`src/rtl/exw_pkg.sv`:
```
package exw_pkg;

    // Accumulate-stage vector tracking
    typedef enum logic [0:0] {
        ACC_FRESH  = 1'b0,
        ACC_MIDVEC = 1'b1
    } acc_state_e;

    // Weight for table slot k: exp(-k*step) rescaled so slot 0 is full
    // scale and the final slot is zero. Step is 2^shift / 2^frac.
    function automatic int exw_tbl_entry(input int k, input int depth,
                                         input int shift, input int frac,
                                         input int ew);
        real step;
        real floor_val;
        real v;
        step      = real'(1 << shift) / real'(1 << frac);
        floor_val = $exp(-real'(depth - 1) * step);
        v = ($exp(-real'(k) * step) - floor_val) / (1.0 - floor_val)
            * real'((1 << ew) - 1);
        return $rtoi(v + 0.5);
    endfunction

endpackage

```
`src/rtl/exw_lut.sv`:
```
module exw_lut #(
    parameter int XW        = 16,
    parameter int YW        = 16,
    parameter int EW        = 8,
    parameter int DEPTH     = 64,
    parameter int IDX_SHIFT = 6,
    parameter int FRAC      = 8
) (
    input  logic                 clk,
    input  logic                 rst_n,
    input  logic                 take,
    input  logic signed [XW-1:0] x,
    input  logic signed [YW-1:0] y,
    input  logic                 last,
    input  logic signed [XW-1:0] thr,
    output logic                 s1_valid,
    output logic        [EW-1:0] s1_w,
    output logic signed [YW-1:0] s1_y,
    output logic                 s1_last
);
    localparam int IW = (DEPTH > 1) ? $clog2(DEPTH) : 1;

    logic [EW-1:0] rom [DEPTH];

    for (genvar g = 0; g < DEPTH; g++) begin : g_ent
        localparam int VAL = exw_pkg::exw_tbl_entry(g, DEPTH, IDX_SHIFT, FRAC, EW);
        assign rom[g] = VAL[EW-1:0];
    end

    logic [XW:0]   mag;
    logic [XW:0]   bucket;
    logic [IW-1:0] idx;
    logic          gated;
    logic [EW-1:0] w_next;

    always_comb begin
        if (x > 0) mag = '0;
        else       mag = -{x[XW-1], x};
        bucket = mag >> IDX_SHIFT;
        if (bucket > (XW+1)'(DEPTH - 1)) idx = IW'(DEPTH - 1);
        else                             idx = bucket[IW-1:0];
        gated  = (x <= thr);
        w_next = gated ? '0 : rom[idx];
    end

    always_ff @(posedge clk) begin
        if (!rst_n) begin
            s1_valid <= 1'b0;
            s1_w     <= '0;
            s1_y     <= '0;
            s1_last  <= 1'b0;
        end else begin
            s1_valid <= take;
            s1_w     <= w_next;
            s1_y     <= y;
            s1_last  <= take & last;
        end
    end
endmodule

```
`src/rtl/exw_mul.sv`:
```
module exw_mul #(
    parameter int YW = 16,
    parameter int EW = 8
) (
    input  logic                 clk,
    input  logic                 rst_n,
    input  logic                 s1_valid,
    input  logic        [EW-1:0] s1_w,
    input  logic signed [YW-1:0] s1_y,
    input  logic                 s1_last,
    output logic                 s2_valid,
    output logic signed [YW:0]   s2_term,
    output logic                 s2_last
);
    localparam int PW = EW + 1 + YW;
    localparam int TW = YW + 1;

    logic signed [PW-1:0] prod;
    logic signed [PW-1:0] scaled;

    always_comb begin
        prod   = $signed({{(PW-EW){1'b0}}, s1_w}) *
                 $signed({{(PW-YW){s1_y[YW-1]}}, s1_y});
        scaled = prod >>> EW;
    end

    always_ff @(posedge clk) begin
        if (!rst_n) begin
            s2_valid <= 1'b0;
            s2_term  <= '0;
            s2_last  <= 1'b0;
        end else begin
            s2_valid <= s1_valid;
            s2_term  <= scaled[TW-1:0];
            s2_last  <= s1_valid & s1_last;
        end
    end
endmodule

```
`src/rtl/exw_acc.sv`:
```
module exw_acc #(
    parameter int TW   = 17,
    parameter int ACCW = 33
) (
    input  logic                  clk,
    input  logic                  rst_n,
    input  logic                  s2_valid,
    input  logic signed [TW-1:0]  s2_term,
    input  logic                  s2_last,
    input  logic signed [ACCW-1:0] bias,
    output logic signed [ACCW:0]  res_value,
    output logic                  res_done
);
    import exw_pkg::*;

    acc_state_e state, state_n;
    logic signed [ACCW-1:0] acc;
    logic signed [ACCW-1:0] base;
    logic signed [ACCW-1:0] sum;
    logic                   close;

    // next state and datapath
    always_comb begin
        state_n = state;
        close   = s2_valid & s2_last;
        unique case (state)
            ACC_FRESH: begin
                base = '0;
                if (s2_valid && !s2_last) state_n = ACC_MIDVEC;
            end
            ACC_MIDVEC: begin
                base = acc;
                if (close) state_n = ACC_FRESH;
            end
        endcase
        sum = base + {{(ACCW-TW){s2_term[TW-1]}}, s2_term};
    end

    // state register
    always_ff @(posedge clk) begin
        if (!rst_n) state <= ACC_FRESH;
        else        state <= state_n;
    end

    // outputs
    always_ff @(posedge clk) begin
        if (!rst_n) begin
            acc       <= '0;
            res_value <= '0;
            res_done  <= 1'b0;
        end else begin
            res_done <= close;
            if (s2_valid) acc <= sum;
            if (close)
                res_value <= {sum[ACCW-1], sum} + {bias[ACCW-1], bias};
        end
    end
endmodule

```
`src/rtl/exw_accum.sv`:
```
module exw_accum #(
    parameter int XW        = 16,
    parameter int YW        = 16,
    parameter int EW        = 8,
    parameter int DEPTH     = 64,
    parameter int IDX_SHIFT = 6,
    parameter int FRAC      = 8,
    parameter int CNTW      = 16,
    localparam int TW       = YW + 1,
    localparam int ACCW     = TW + CNTW,
    localparam int RW       = ACCW + 1
) (
    input  logic                  clk,
    input  logic                  rst_n,
    input  logic                  in_valid,
    output logic                  in_ready,
    input  logic signed [XW-1:0]  in_x,
    input  logic signed [YW-1:0]  in_y,
    input  logic                  in_last,
    input  logic signed [XW-1:0]  cfg_thr,
    input  logic signed [ACCW-1:0] cfg_bias,
    output logic signed [RW-1:0]  res_value,
    output logic                  res_done
);
    logic                 take;
    logic                 s1_valid;
    logic        [EW-1:0] s1_w;
    logic signed [YW-1:0] s1_y;
    logic                 s1_last;
    logic                 s2_valid;
    logic signed [TW-1:0] s2_term;
    logic                 s2_last;

    assign in_ready = rst_n;
    assign take     = in_valid & in_ready;

    exw_lut #(
        .XW(XW), .YW(YW), .EW(EW), .DEPTH(DEPTH),
        .IDX_SHIFT(IDX_SHIFT), .FRAC(FRAC)
    ) u_lut (
        .clk(clk), .rst_n(rst_n), .take(take),
        .x(in_x), .y(in_y), .last(in_last), .thr(cfg_thr),
        .s1_valid(s1_valid), .s1_w(s1_w), .s1_y(s1_y), .s1_last(s1_last)
    );

    exw_mul #(.YW(YW), .EW(EW)) u_mul (
        .clk(clk), .rst_n(rst_n),
        .s1_valid(s1_valid), .s1_w(s1_w), .s1_y(s1_y), .s1_last(s1_last),
        .s2_valid(s2_valid), .s2_term(s2_term), .s2_last(s2_last)
    );

    exw_acc #(.TW(TW), .ACCW(ACCW)) u_acc (
        .clk(clk), .rst_n(rst_n),
        .s2_valid(s2_valid), .s2_term(s2_term), .s2_last(s2_last),
        .bias(cfg_bias), .res_value(res_value), .res_done(res_done)
    );
endmodule

```
`config.mk`:
```
export PLATFORM = sky130hd
export DESIGN_NAME = exw_accum
export DESIGN_NICKNAME = d
export VERILOG_FILES = /design/src/rtl/exw_pkg.sv /design/src/rtl/exw_lut.sv /design/src/rtl/exw_mul.sv /design/src/rtl/exw_acc.sv /design/src/rtl/exw_accum.sv
export SDC_FILE = /design/constraint.sdc
export NUM_CORES = 1
export LEC_CHECK = 0
export BUFFER_PORTS_ARGS = -buffer_cell sky130_fd_sc_hd__clkbuf_2
export CAP_MARGIN = 20
export CORE_ASPECT_RATIO = 1.75
export CORE_MARGIN = 2
export CORE_UTILIZATION = 50
export CTS_CLUSTER_SIZE = 40
export DETAILED_ROUTE_END_ITERATION = 6
export PLACE_DENSITY_LB_ADDON = 0.15
export SLEW_MARGIN = 40
export SYNTH_ARGS = -nofsm -noshare
export SYNTH_HDL_FRONTEND = slang
export SYNTH_HIERARCHICAL = 1
export SYNTH_SLANG_ARGS = --single-unit
```
`constraint.sdc`:
```
create_clock -name clk -period 6.6 [get_ports clk]
set_input_delay 1.32 -clock clk [delete_from_list [all_inputs] [get_ports clk]]
set_output_delay 1.32 -clock clk [all_outputs]
set_load 0.005 [all_outputs]
```
==> results, run 1 <==
- The highest net fanout along the worst path is 21.
- The clock passes through at most 2 buffers.
- The placed wire-length estimate after detailed placement is 25.5 mm.
- For the final routed database, the setup TNS stands at 0 ns.
- 0 antenna diodes ended up in the layout.
- The number of DRC violations after detailed routing is 0.
- Once the clock tree was built, the resizer swapped 0 gates to a different size.
- Setup repair after global routing left no endpoint under its margin.
- IR analysis of the VDD net gives a maximum drop of 0.185 mV.
- The number of I/O port buffers is 120.
- The kind of start point of the critical path is a register.
- The fraction of registers with async set or reset after synthesis is 0%.
- The post-route fraction of the period consumed by the critical path is 78.7%.
- The net total in the final layout is 1981.
- The synthesis-to-layout area growth is 10.7%.
- The number of max-slew violations in the final report is 0.
- The type of the worst setup path is register to register.
- The number of DRC markers after the initial detailed-route iteration is 355.
- The CTS tree is yes.
- The final RePlAce weighted congestion is 0.919.
- The die is 126 µm wide.
- At the placement stage, the worst setup path has a slack of 1.43 ns.
- The floorplan die height is 218 µm.
- The global route total overflow is 0.
- Across every metal layer, demand over resource in global routing totals 23.8%.
- In this run the register-to-register setup slack is 1.40 ns.
- The per-cell via count in the routed design is 5.52.
- The cell count after synthesis is 1573.
- The count of boundary I/O pins is 121.
- The core region is 25800 µm².
- The endpoint identified for the worst register-to-register timing path is u_acc/res_value[32].
- Counting every net in the synthesized netlist gives 1893.
- Walking the worst path, the cells encountered are and2_1 > ha_1 > fa_1 > a21o_1 > a21oi_1 > o2111ai_1 > nand3_1 > nor2_1 > nor3_1 > xnor2_1 > ha_1 > and3_1 > and3_1 > nand2_1 > o31ai_1 > a221oi_2 > o21ai_1 > mux2i_1 > nand3_1.
- The initial antenna violation count is 0.
- The post-synthesis sequential area ratio is 17.5%.
- Timing would allow up to 0.192 GHz.
- The slew at the pin closest to its max-slew limit is 0.767 ns.
- In the final routed layout, each cell accounts on average for 15.9 µm.
- The global-route wire length before repair is 53.1 mm.
- The clock skew after layout is 0.00943 ns.
- The number of warnings printed during yosys synthesis is 6.
- The root buffer cell is clkbuf_16.
- The min-delay analysis places its worst path in the category register to register.
- Setup violations remaining at the end of the flow were counted as 0.
- Once the floorplan was initialized, standard cells occupied 50.6% of the core.
- In this run, synthesis produced a sequential element count of 114.
- The number of levels in the clock H-tree is 4.
- The leading register cell type out of synthesis is dfxtp_1.
- Yosys mapped the design onto 90 distinct sky130hd cell types.
- The kind of cell with the highest combined delay along the critical path is compound AO/OA/AOI/OAI gates.
- The clock latency reported for the late side of the worst-skew pair is 0.45 ns.
- Dividing total power by cell area gives a power density of 153 nW/µm².
- In this run the post-CTS setup repair buffer count came out at 0.
- For the finished layout, the period the worst path requires is 5.20 ns.
- The floorplan row count is 78.
- The final number of hold-violating endpoints was 0.
- STA puts the critical path data required time at 6.93 ns.
- The die outline area is 27400 µm².
- The mapped netlist covers 13000 µm².
- In this run, synthesis inferred 0 flip-flops with an integrated enable.
- The total length of routed wires is 31.7 mm.
- In this run, post-CTS hold repair placed 0 buffers.
- For the worst flop-to-flop path, the logic depth is 19.
- The worst max-slew margin expressed relative to the limit is 48.8%.
- Entering global routing, the biggest net connects 76 pins.
- The post-CTS clock slew at the launch and capture registers of the worst setup and hold paths is 0.06 ns.
- The capture point of the critical path is u_acc/res_value[32].
- Dividing the synthesized area by the synthesized cell count gives 8.29 µm².
- The run finished with clean final reports.
- The critical path arrival is 5.52 ns.
- The number of global-route vias before repair is 11300.
- The fraction of final layout cells with drive strength greater than 1 is 11.6%.
- The total number of vias is 11000.
- The total of max-cap violations is 0.
- The largest individual stage delay along the critical path comes from the cell o31ai_1.
- The setup slack after layout is 1.40 ns.
- Counting every sink on the clock net gives 114.
- The total CTS buffers is 17.
- Counting both buffers and inverters, the worst setup path holds a total of 0.
- The standby leakage power is 7.17 nW.
- The critical path's largest stage delay is 0.62 ns.
- The count of nets left with antenna violations once routing finished came out at 0.
- The number of detailed-route iterations in the first pass is 5.
- The sort of element at the end of the critical path is a register.
- The worst hold path begins at u_acc/res_value[16].
- The critical path runs through a total of 19 cells.
-- cells by family (layout without fill, tap and decap cells) --
family          count (synthesis)  in the layout  share of synthesized area (%)
buf+inv                       239            340                           7.11
simple gates                  548            548                           22.3
flops                         114            114                           17.5
mux                            25             25                           1.93
compound gates                340            340                           17.9
fa+ha+maj                     235            235                           28.5
xor+xnor                       72             72                           4.83
-- cell usage in the layout, fill, tap and decap left out, types with 6 or more instances in the layout --
| master | Yosys | routed |
|---|---|---|
| inv_1 | 182 | 182 |
| nand2_1 | 153 | 153 |
| and2_1 | 149 | 149 |
| ha_1 | 132 | 132 |
| clkbuf_2 | 0 | 119 |
| dfxtp_1 | 114 | 113 |
| fa_1 | 103 | 103 |
| a21oi_1 | 82 | 81 |
| o21ai_0 | 63 | 63 |
| nor2_1 | 61 | 61 |
| nand3_1 | 45 | 45 |
| a21o_1 | 42 | 42 |
| xnor2_1 | 37 | 37 |
| xor2_1 | 35 | 35 |
| nor2b_1 | 32 | 32 |
| mux2i_1 | 24 | 24 |
| and3_1 | 20 | 20 |
| o21ai_1 | 20 | 20 |
| clkbuf_16 | 0 | 17 |
| o211ai_1 | 15 | 15 |
| nand4_1 | 14 | 14 |
| a211oi_1 | 13 | 13 |
| nor3_1 | 12 | 12 |
| o21a_1 | 10 | 10 |
| a31oi_1 | 10 | 10 |
| nand2b_1 | 8 | 8 |
| nor4_1 | 7 | 7 |
| clkinvlp_4 | 0 | 6 |
| buf_4 | 1 | 6 |
| o211a_1 | 6 | 6 |
| a211o_1 | 6 | 6 |
| or3_1 | 6 | 6 |
-- synthesized netlist by cell type (4+ instances only) --
master | number | area, µm²
inv_1 | 182 | 683
nand2_1 | 153 | 574
and2_1 | 149 | 932
ha_1 | 132 | 1650
dfxtp_1 | 114 | 2280
fa_1 | 103 | 2060
a21oi_1 | 82 | 410
o21ai_0 | 63 | 315
nor2_1 | 61 | 229
clkbuf_1 | 48 | 180
nand3_1 | 45 | 225
a21o_1 | 42 | 315
xnor2_1 | 37 | 324
xor2_1 | 35 | 307
nor2b_1 | 32 | 200
mux2i_1 | 24 | 240
and3_1 | 20 | 125
o21ai_1 | 20 | 100
o211ai_1 | 15 | 113
nand4_1 | 14 | 87.6
a211oi_1 | 13 | 97.6
nor3_1 | 12 | 60.1
a31oi_1 | 10 | 62.6
o21a_1 | 10 | 75.1
nand2b_1 | 8 | 50.1
nor4_1 | 7 | 43.8
a211o_1 | 6 | 52.6
o211a_1 | 6 | 60.1
or3_1 | 6 | 37.5
nor3b_1 | 5 | 37.5
o21bai_1 | 5 | 37.5
o31ai_1 | 5 | 37.5
or2_2 | 5 | 31.3
a22o_1 | 4 | 35.0
and4_1 | 4 | 35.0
o2111ai_1 | 4 | 35.0
or4_1 | 4 | 30.0
-- layout make-up --
cell class	count	area [µm²]
flip-flops and latches	114	2280
clock inverters	12	133
fillers	2470	11300
clock buffers	20	457
well taps	320	400
multi-input cells	1220	9840
repair buffers	125	641
inverters	183	687
-- metrics by stage --
stage	power, mW	cell area, µm²	hold slack, ns	utilization (%)	cells
after floorplan	1.15	13000	0.421	-	1573
after global placement	1.28	13800	0.442	53.7	1962
after detailed placement	1.29	13800	0.451	53.7	1962
after CTS	2.23	14400	0.457	56.0	1994
after global routing	2.33	14400	0.480	56.0	1994
final	2.21	14400	0.454	56.0	1994
-- state kept, by name, indices dropped and copies added (netlist names), named ones only --
register and cells:
u_lut/s1_last 1, u_lut/s1_valid 1, u_lut/s1_w 8, u_acc/res_done 1, u_mul/s2_term 17, u_lut/s1_y 16
u_mul/s2_last 1, u_acc/acc 33, u_mul/s2_valid 1, u_acc/res_value 34
-- worst min-delay path: cells and delay by family (launching register included) --
kind	cells	cell delay [ns]
flip-flops	1	0.30
AND/OR/NAND/NOR	1	0.05
AO/OA/AOI/OAI	1	0.05
-- worst min path at each step --
stage / endpoint / slack [ns] / cells after the start
2_1_floorplan: u_mul/s2_valid / 0.42 / 1
3_3_place_gp: u_acc/res_value[16] / 0.44 / 2
3_5_place_dp: u_acc/res_value[16] / 0.45 / 2
4_1_cts: u_acc/res_value[16] / 0.46 / 2
5_1_grt: u_acc/res_value[16] / 0.48 / 2
6_report: u_acc/res_value[16] / 0.45 / 2
-- routing by layer --
| layer | vias up | global-route usage, % | part of all wire, % |
|---|---|---|---|
| li1 | 5529 | - | - |
| met1 | 5222 | 23.8 | 38 |
| met2 | 188 | 47.9 | 56 |
| met3 | 58 | 3.58 | 2.6 |
| met4 | 0 | 9.34 | 3.0 |
| met5 | - | 0 | 0 |
-- power by group --
part	switching (mW)	leakage (nW)	internal, mW
Sequential	0.0328	0.926	0.708
Clock	0.356	0.271	0.573
Combinational	0.320	5.98	0.221
Power figures use the tool's default switching activity.
==> run 2: changes to the inputs <==
clock period = 4.3 ns   (was 6.6 ns; I/O delays follow)
==> run 2 against run 1 <==
  * The run now ends with negative setup slack left
  * Sequential power increased by 51%
  * Global-route usage grew 1.2 points
  * Maximum frequency increased by 18%
==> results, run 2 (synthesized netlist as in run 1, its figures left out) <==
- Counting the buffers created by CTS gives 17.
- Setup repair after global routing could not meet its margin everywhere.
- The first TritonRoute pass finished after 5 iterations.
- The setup slack after layout is -0.113 ns.
- Setup violations remaining at the end of the flow were counted as 7.
- The number of levels in the clock H-tree is 4.
- The launch point of the worst hold path is u_acc/res_value[16].
- The number of DRC violations after detailed routing is 0.
- The number of global-route vias before repair is 12400.
- The internal power of the cells totals 2.64 mW.
- The aggregate global-route resource usage is 25.0%.
- Summing all flip-flop and latch instances after layout gives 2320 µm².
- The net total in the final layout is 2212.
- The worst setup path is captured at a register.
- Input and output buffers added on the ports amount to 120.
- The switching fraction of total power is 31.0%.
- The peak clock frequency supported by timing is 0.227 GHz.
- After detailed routing, the met3 layer carries 895 µm of wire.
- The initial antenna violation count is 0.
- The standby leakage power is 8.54 nW.
- For this configuration, the core starts out at a cell density of 50.6%.
- The type of the worst setup path is register to register.
- The number of DRC markers after the initial detailed-route iteration is 377.
- Across the run, the number of max-cap violations was 0.
- The count of boundary I/O pins is 121.
- Measured against its own limit, the worst slew margin works out to 55.1%.
- The final number of hold-violating endpoints is 0.
- The number of placed instances, taps included, is 2141.
- In this run, the combinational gates consume 30.8% of the power.
- In this run the top signal layer used is met4.
- The worst vdd rail ir drop is 0.295 mV.
- Of the total power, registers draw 29.4%.
- Detailed placement finished with a half-perimeter wire length of 26.8 mm.
- The critical path starts at u_lut/s1_w[1].
- The number of non-filler instances in the completed layout is 2225.
- The clock latency reported for the late side of the worst-skew pair is 0.43 ns.
- The floorplan row count is 78.
- At the pin with the least slew margin, the transition time is 0.673 ns.
- From synthesis to final layout, the design area changed by 32.9%.
- In this run, post-CTS hold repair placed 0 buffers.
- Per report_power, the clock group accounts for 39.8% of the total.
- The post-CTS clock slew at the launch and capture registers of the worst setup and hold paths is 0.06 ns.
- The fraction of final layout cells with drive strength greater than 1 is 30.9%.
- The global route total overflow is 0.
- The instance count along the most critical hold path is 2.
- The repair_antennas step left the layout with diodes totalling 0.
- Wires add up to 34.8 mm.
- The number of max-slew violations in the final report is 0.
- The final reports fail on negative setup slack.
- The floorplan die height is 218 µm.
- Leaving out fill and tap cells, the most frequent cell in the layout is buf_4.
- The worst register-to-register path begins at u_lut/s1_w[1].
- Using the TritonRoute via totals, the vias-per-cell ratio works out to 5.44.
- The total number of vias is 12100.
- The clock passes through at most 2 buffers.
- With fillers left out, the area of the finished cells amounts to 17300 µm².
- The min-delay analysis places its worst path in the category register to register.
- The worst setup path is launched from a register.
- The largest registers in the layout are u_acc/res_value (34), u_acc/acc (33), u_mul/s2_term (17).
- For the worst flop-to-flop path, the logic depth is 18.
- The number of flip-flops in the largest register is 34.
- Of all nets on the critical path, the largest fanout is 5.
- For the worst setup path, the data arrival time is 4.71 ns.
- The post-route fraction of the period consumed by the critical path is 103%.
- The placed instances occupy a cell area of 15300 µm².
- In this run the horizontal extent of the chip is 126 µm.
- Entering global routing, the biggest net connects 73 pins.
- The minimum clock period after layout is 4.41 ns.
- The first global-routing pass estimated 56.3 mm of wire.
- The setup check on the worst reg-to-reg path leaves a slack of -0.11 ns.
- The mean routed wirelength per cell is 15.6 µm.
- The root buffer cell is clkbuf_16.
- Total power for the finished layout comes to 3.82 mW.
- The net switching power is 1.18 mW.
- Counting the fill cells in the layout gives 2163.
- For this design, the sink count on the clock tree is 114.
- TritonCTS built the clock tree.
- For this block, wires on met1 add up to 12.9 mm.
- The required time of the critical path is 4.60 ns.
- The multi-input combinational cell area is 10800 µm².
- Wire segments on met2 add up to 19.6 mm in the final route.
- The count of nets left with antenna violations once routing finished came out at 0.
- The congestion estimate from routability-driven global placement came to 0.878.
- The flow ran to the end, but the final reports show violations.
- The top cell types in the final layout, fill and taps aside, are 206 x buf_4, 166 x inv_1, 142 x and2_1.
- The clock arrives with 0.00861 ns of skew.
- The die covers 27400 µm².
- The region available for standard cell placement spans 25800 µm².
- Power spread over the standard cell area amounts to 220 nW/µm².
- The register with the most flip-flops is u_acc/res_value.
## run 2: cell type report
cell class                      count  share of cell area (%)
Timing Repair Buffer              356                    14.5
Clock buffer                       19                    2.56
Inverter                          183                    3.98
Clock inverter                     13                    1.07
Sequential cell                   114                    13.4
Multi-Input combinational cell   1220                    62.2
Tap cell                          320                    2.31
## run 2: worst max-delay path: stages (launching register included)
cell and delay, ns:
dfxtp_2 0.33, buf_6 0.12, buf_6 0.11, nand2_1 0.08, fa_2 0.54, inv_1 0.05
fa_1 0.48, fa_1 0.50, inv_1 0.06, fa_2 0.55, inv_1 0.06, ha_4 0.27
buf_6 0.10, nand4_1 0.16, a211oi_4 0.39, o221ai_4 0.16, buf_4 0.16, nand2_1 0.05
o211ai_1 0.08
## run 2: power by group through the flow
stage,clock [mW],sequential [mW],combinational [mW]
after floorplan,0,1.13,0.644
after global placement,0,1.14,0.993
after detailed placement,0,1.14,1.01
after CTS,1.56,1.12,1.10
after global routing,1.60,1.13,1.30
final,1.52,1.12,1.18
## run 2: path summary, 6_finish.rpt
path,endpoint
worst max-delay path,u_mul/s2_term[16]
worst min-delay path,u_acc/res_value[16]
worst max register to register,u_mul/s2_term[16]
worst min register to register,u_acc/res_value[16]
## run 2: routing by layer
metal  track usage (%)  vias to the layer above
met5                 0                        -
met4              11.5                        0
met3              3.51                       90
met2              50.3                      254
met1              24.5                     5792
li1                  -                     5974
## run 2: timing repair
item	4_1_cts	5_1_grt
endpoints found under the setup margin	29	34
endpoints found under the hold margin	0	0
setup buffers	26	27
cloned	0	0
gates resized for setup	117	119
pin swaps	103	93
## run 2: per-stage QoR
stage                     TNS, ns  setup WS (ns)  util [%]  hold slack [ns]
after global placement      -3.09         -0.263      59.3            0.445
after detailed placement    -4.54         -0.345      59.3            0.452
after global routing        -3.06         -0.255      67.3            0.477
after floorplan                 0        0.00159         -            0.421
final                      -0.405         -0.113      67.3            0.457
after CTS                  -0.337        -0.0972      64.3            0.458
==> run 3: changes to the inputs <==
SKIP_LAST_GASP = 1   (was default)
==> run 3 against run 2 <==
  * The flow still finishes with violations (negative setup slack)
  * Sequential power hardly changed
  * Hold slack hardly changed
  * Clock skew is 0.00099 ns lower
  * Global-route usage hardly changed
  * Critical path depth is 2 lower
  * Via count is 0.22% lower
  * Sequential share of layout area hardly changed
  * Largest cell class unchanged
  * Largest power group unchanged
==> results, run 3 (synthesized netlist as in run 1, its figures left out) <==
- Cells with a size suffix above 1 make up 31.1% of the layout.
- After floorplanning, the core was divided into 78 placement rows.
- Setup violations remaining at the end of the flow were counted as 8.
- Relative to the synthesized area, the layout overhead comes to 32.8%.
- The hold slack is 0.457 ns.
- The per-cell via count in the routed design is 5.44.
- The required time of the critical path is 4.59 ns.
- The die covers 27400 µm².
- The total length of routed wires is 34.6 mm.
- The total of max-cap violations is 0.
- In this run the worst hold path is classified as register to register.
- Dividing the detail-routed wire length by the instance count gives 15.6 µm.
- The critical path is of the register to register type.
- The area of placed instances is 15300 µm².
- The number of global-route vias before repair came to 12400.
- The number of antenna-violating nets in the routed design is 0.
- In this run the tightest slew margin relative to its limit is 55.3%.
- Summing internal, switching and leakage power gives 3.82 mW.
- The final layout contains 2207 nets.
- Across the VDD grid, the largest voltage drop is 0.287 mV.
- Entering global routing, the biggest net connects 73 pins.
- The final route contains 12100 vias.
- The die span in x is 126 µm.
- The final reports fail on negative setup slack.
- The sort of element at the end of the critical path is a register.
- Adding up every negative setup slack in the final design gives -0.383 ns.
- The initial antenna violation count is 0.
- The number of non-filler instances in the completed layout is 2220.
- Setup repair after global routing could not meet its margin everywhere.
- The register with the most flip-flops is u_acc/res_value.
- The clock skew after layout is 0.00762 ns.
- The run finished, with violations left.
- After clock tree synthesis, the clock-pin slew on the worst setup and hold paths is 0.06 ns.
- The minimum clock period after layout is 4.39 ns.
- The placed wire-length estimate after detailed placement is 26.8 mm.
- In this run the count of I/O pins placed on the die edge is 121.
- The number of max-slew violations in the final report is 0.
- TritonCTS built the clock tree.
- Leaving out fill and tap cells, the most frequent cell in the layout is buf_4.
- 0 antenna diodes ended up in the layout.
- At the placement stage, the worst setup path has a slack of -0.345 ns.
- The number of DRC violations after detailed routing is 0.
- The global-route wire length before repair is 56.3 mm.
- The detailed router finished its first iteration with 344 violations.
- The number of clock sinks is 114.
- The number of I/O port buffers is 120.
- The worst-case clock buffer depth is 2.
- The floorplan die height is 218 µm.
- The final RePlAce weighted congestion is 0.878.
- For this configuration, the core starts out at a cell density of 50.6%.
- The final core utilization is 67.2%.
- The root buffer cell is clkbuf_16.
- The power density over the cells is 220 nW/µm².
- The kind of start point of the critical path is a register.
- The library cells used most frequently in the layout, excluding fill and tap cells, are 202 x buf_4, 166 x inv_1, 140 x and2_1, 140 x nand2_1, 119 x clkbuf_2.
- In the post-route analysis, the smallest setup slack over all paths is -0.0911 ns.
- The standby leakage power is 8.52 nW.
- Along the worst path, the maximum fanout reaches 7.
- In this run, placement finished with an instance count of 2141.
- The clock latency reported for the late side of the worst-skew pair is 0.43 ns.
- The global route total overflow is 0.
- The final number of hold-violating endpoints is 0.
- In this run the standard cell core region covers 25800 µm².
- The number of flip-flops in the largest register is 34.
- The slew at the pin closest to its max-slew limit is 0.671 ns.
- The total CTS buffers is 17.
- The number of detailed-route iterations in the first pass is 5.
- With fillers left out, the area of the finished cells amounts to 17300 µm².
- The post-route fraction of the period consumed by the critical path is 102%.
- The critical path arrival is 4.68 ns.
- Global routing used 25.0% of the available tracks.
- The number of levels in the clock H-tree is 4.
- The peak clock frequency supported by timing is 0.228 GHz.
- In the final layout, the registers with the most flip-flops are u_acc/res_value (34), u_acc/acc (33), u_mul/s2_term (17).
-- run 3: changes by cell type in the layout (fill, tap and decap cells not counted), sizes merged --
cell,previous run,this run
buf,237,232
-- run 3: final timing paths --
check	startpoint	end	slack [ns]	depth (start not counted)
setup / recovery	u_lut/s1_w[2]	u_mul/s2_term[15]	-0.09	16
setup reg to reg	u_lut/s1_w[2]	u_mul/s2_term[15]	-0.09	16
hold reg to reg	u_acc/res_value[16]	u_acc/res_value[16]	0.46	2
hold / removal	u_acc/res_value[16]	u_acc/res_value[16]	0.46	2
-- run 3: repair_timing --
item,CTS,global route
hold buffers,0,0
buffers inserted,26,22
gates resized for setup,109,132
setup endpoints to repair,29,35
pin swaps,103,108
-- run 3: worst max-delay path, cell delays in order (launching register included) --
cell and delay, ns:
dfxtp_4 0.37, and2_4 0.16, fa_2 0.62, inv_4 0.06, fa_1 0.48, inv_1 0.05
fa_1 0.47, inv_1 0.05, fa_1 0.52, inv_2 0.05, ha_4 0.23, and3_4 0.19
o211a_1 0.17, a211o_1 0.33, o221ai_4 0.21, nor3b_2 0.23, nor3_2 0.05
-- run 3: cell type report --
cell class | count | area (µm²)
clock buffers | 19 | 443
clock inverters | 13 | 185
multi-input cells | 1220 | 10800
repair buffers | 351 | 2470
flip-flops and latches | 114 | 2320
inverters | 183 | 689
well taps | 320 | 400
fillers | 2157 | 8440
-- run 3: power breakdown --
group / switching, mW / internal (mW) / total (mW)
clock network: 0.532 / 0.983 / 1.51
registers: 0.0360 / 1.09 / 1.12
logic: 0.614 / 0.567 / 1.18
total: 1.18 / 2.64 / 3.82
-- run 3: per-layer routing --
metal / vias up / share of wire, % / GRT usage (%)
met5: - / 0 / 0
met2: 271 / 57 / 50.4
met4: 0 / 3.7 / 11.5
met3: 79 / 2.6 / 3.48
met1: 5774 / 37 / 24.5
li1: 5959 / - / -
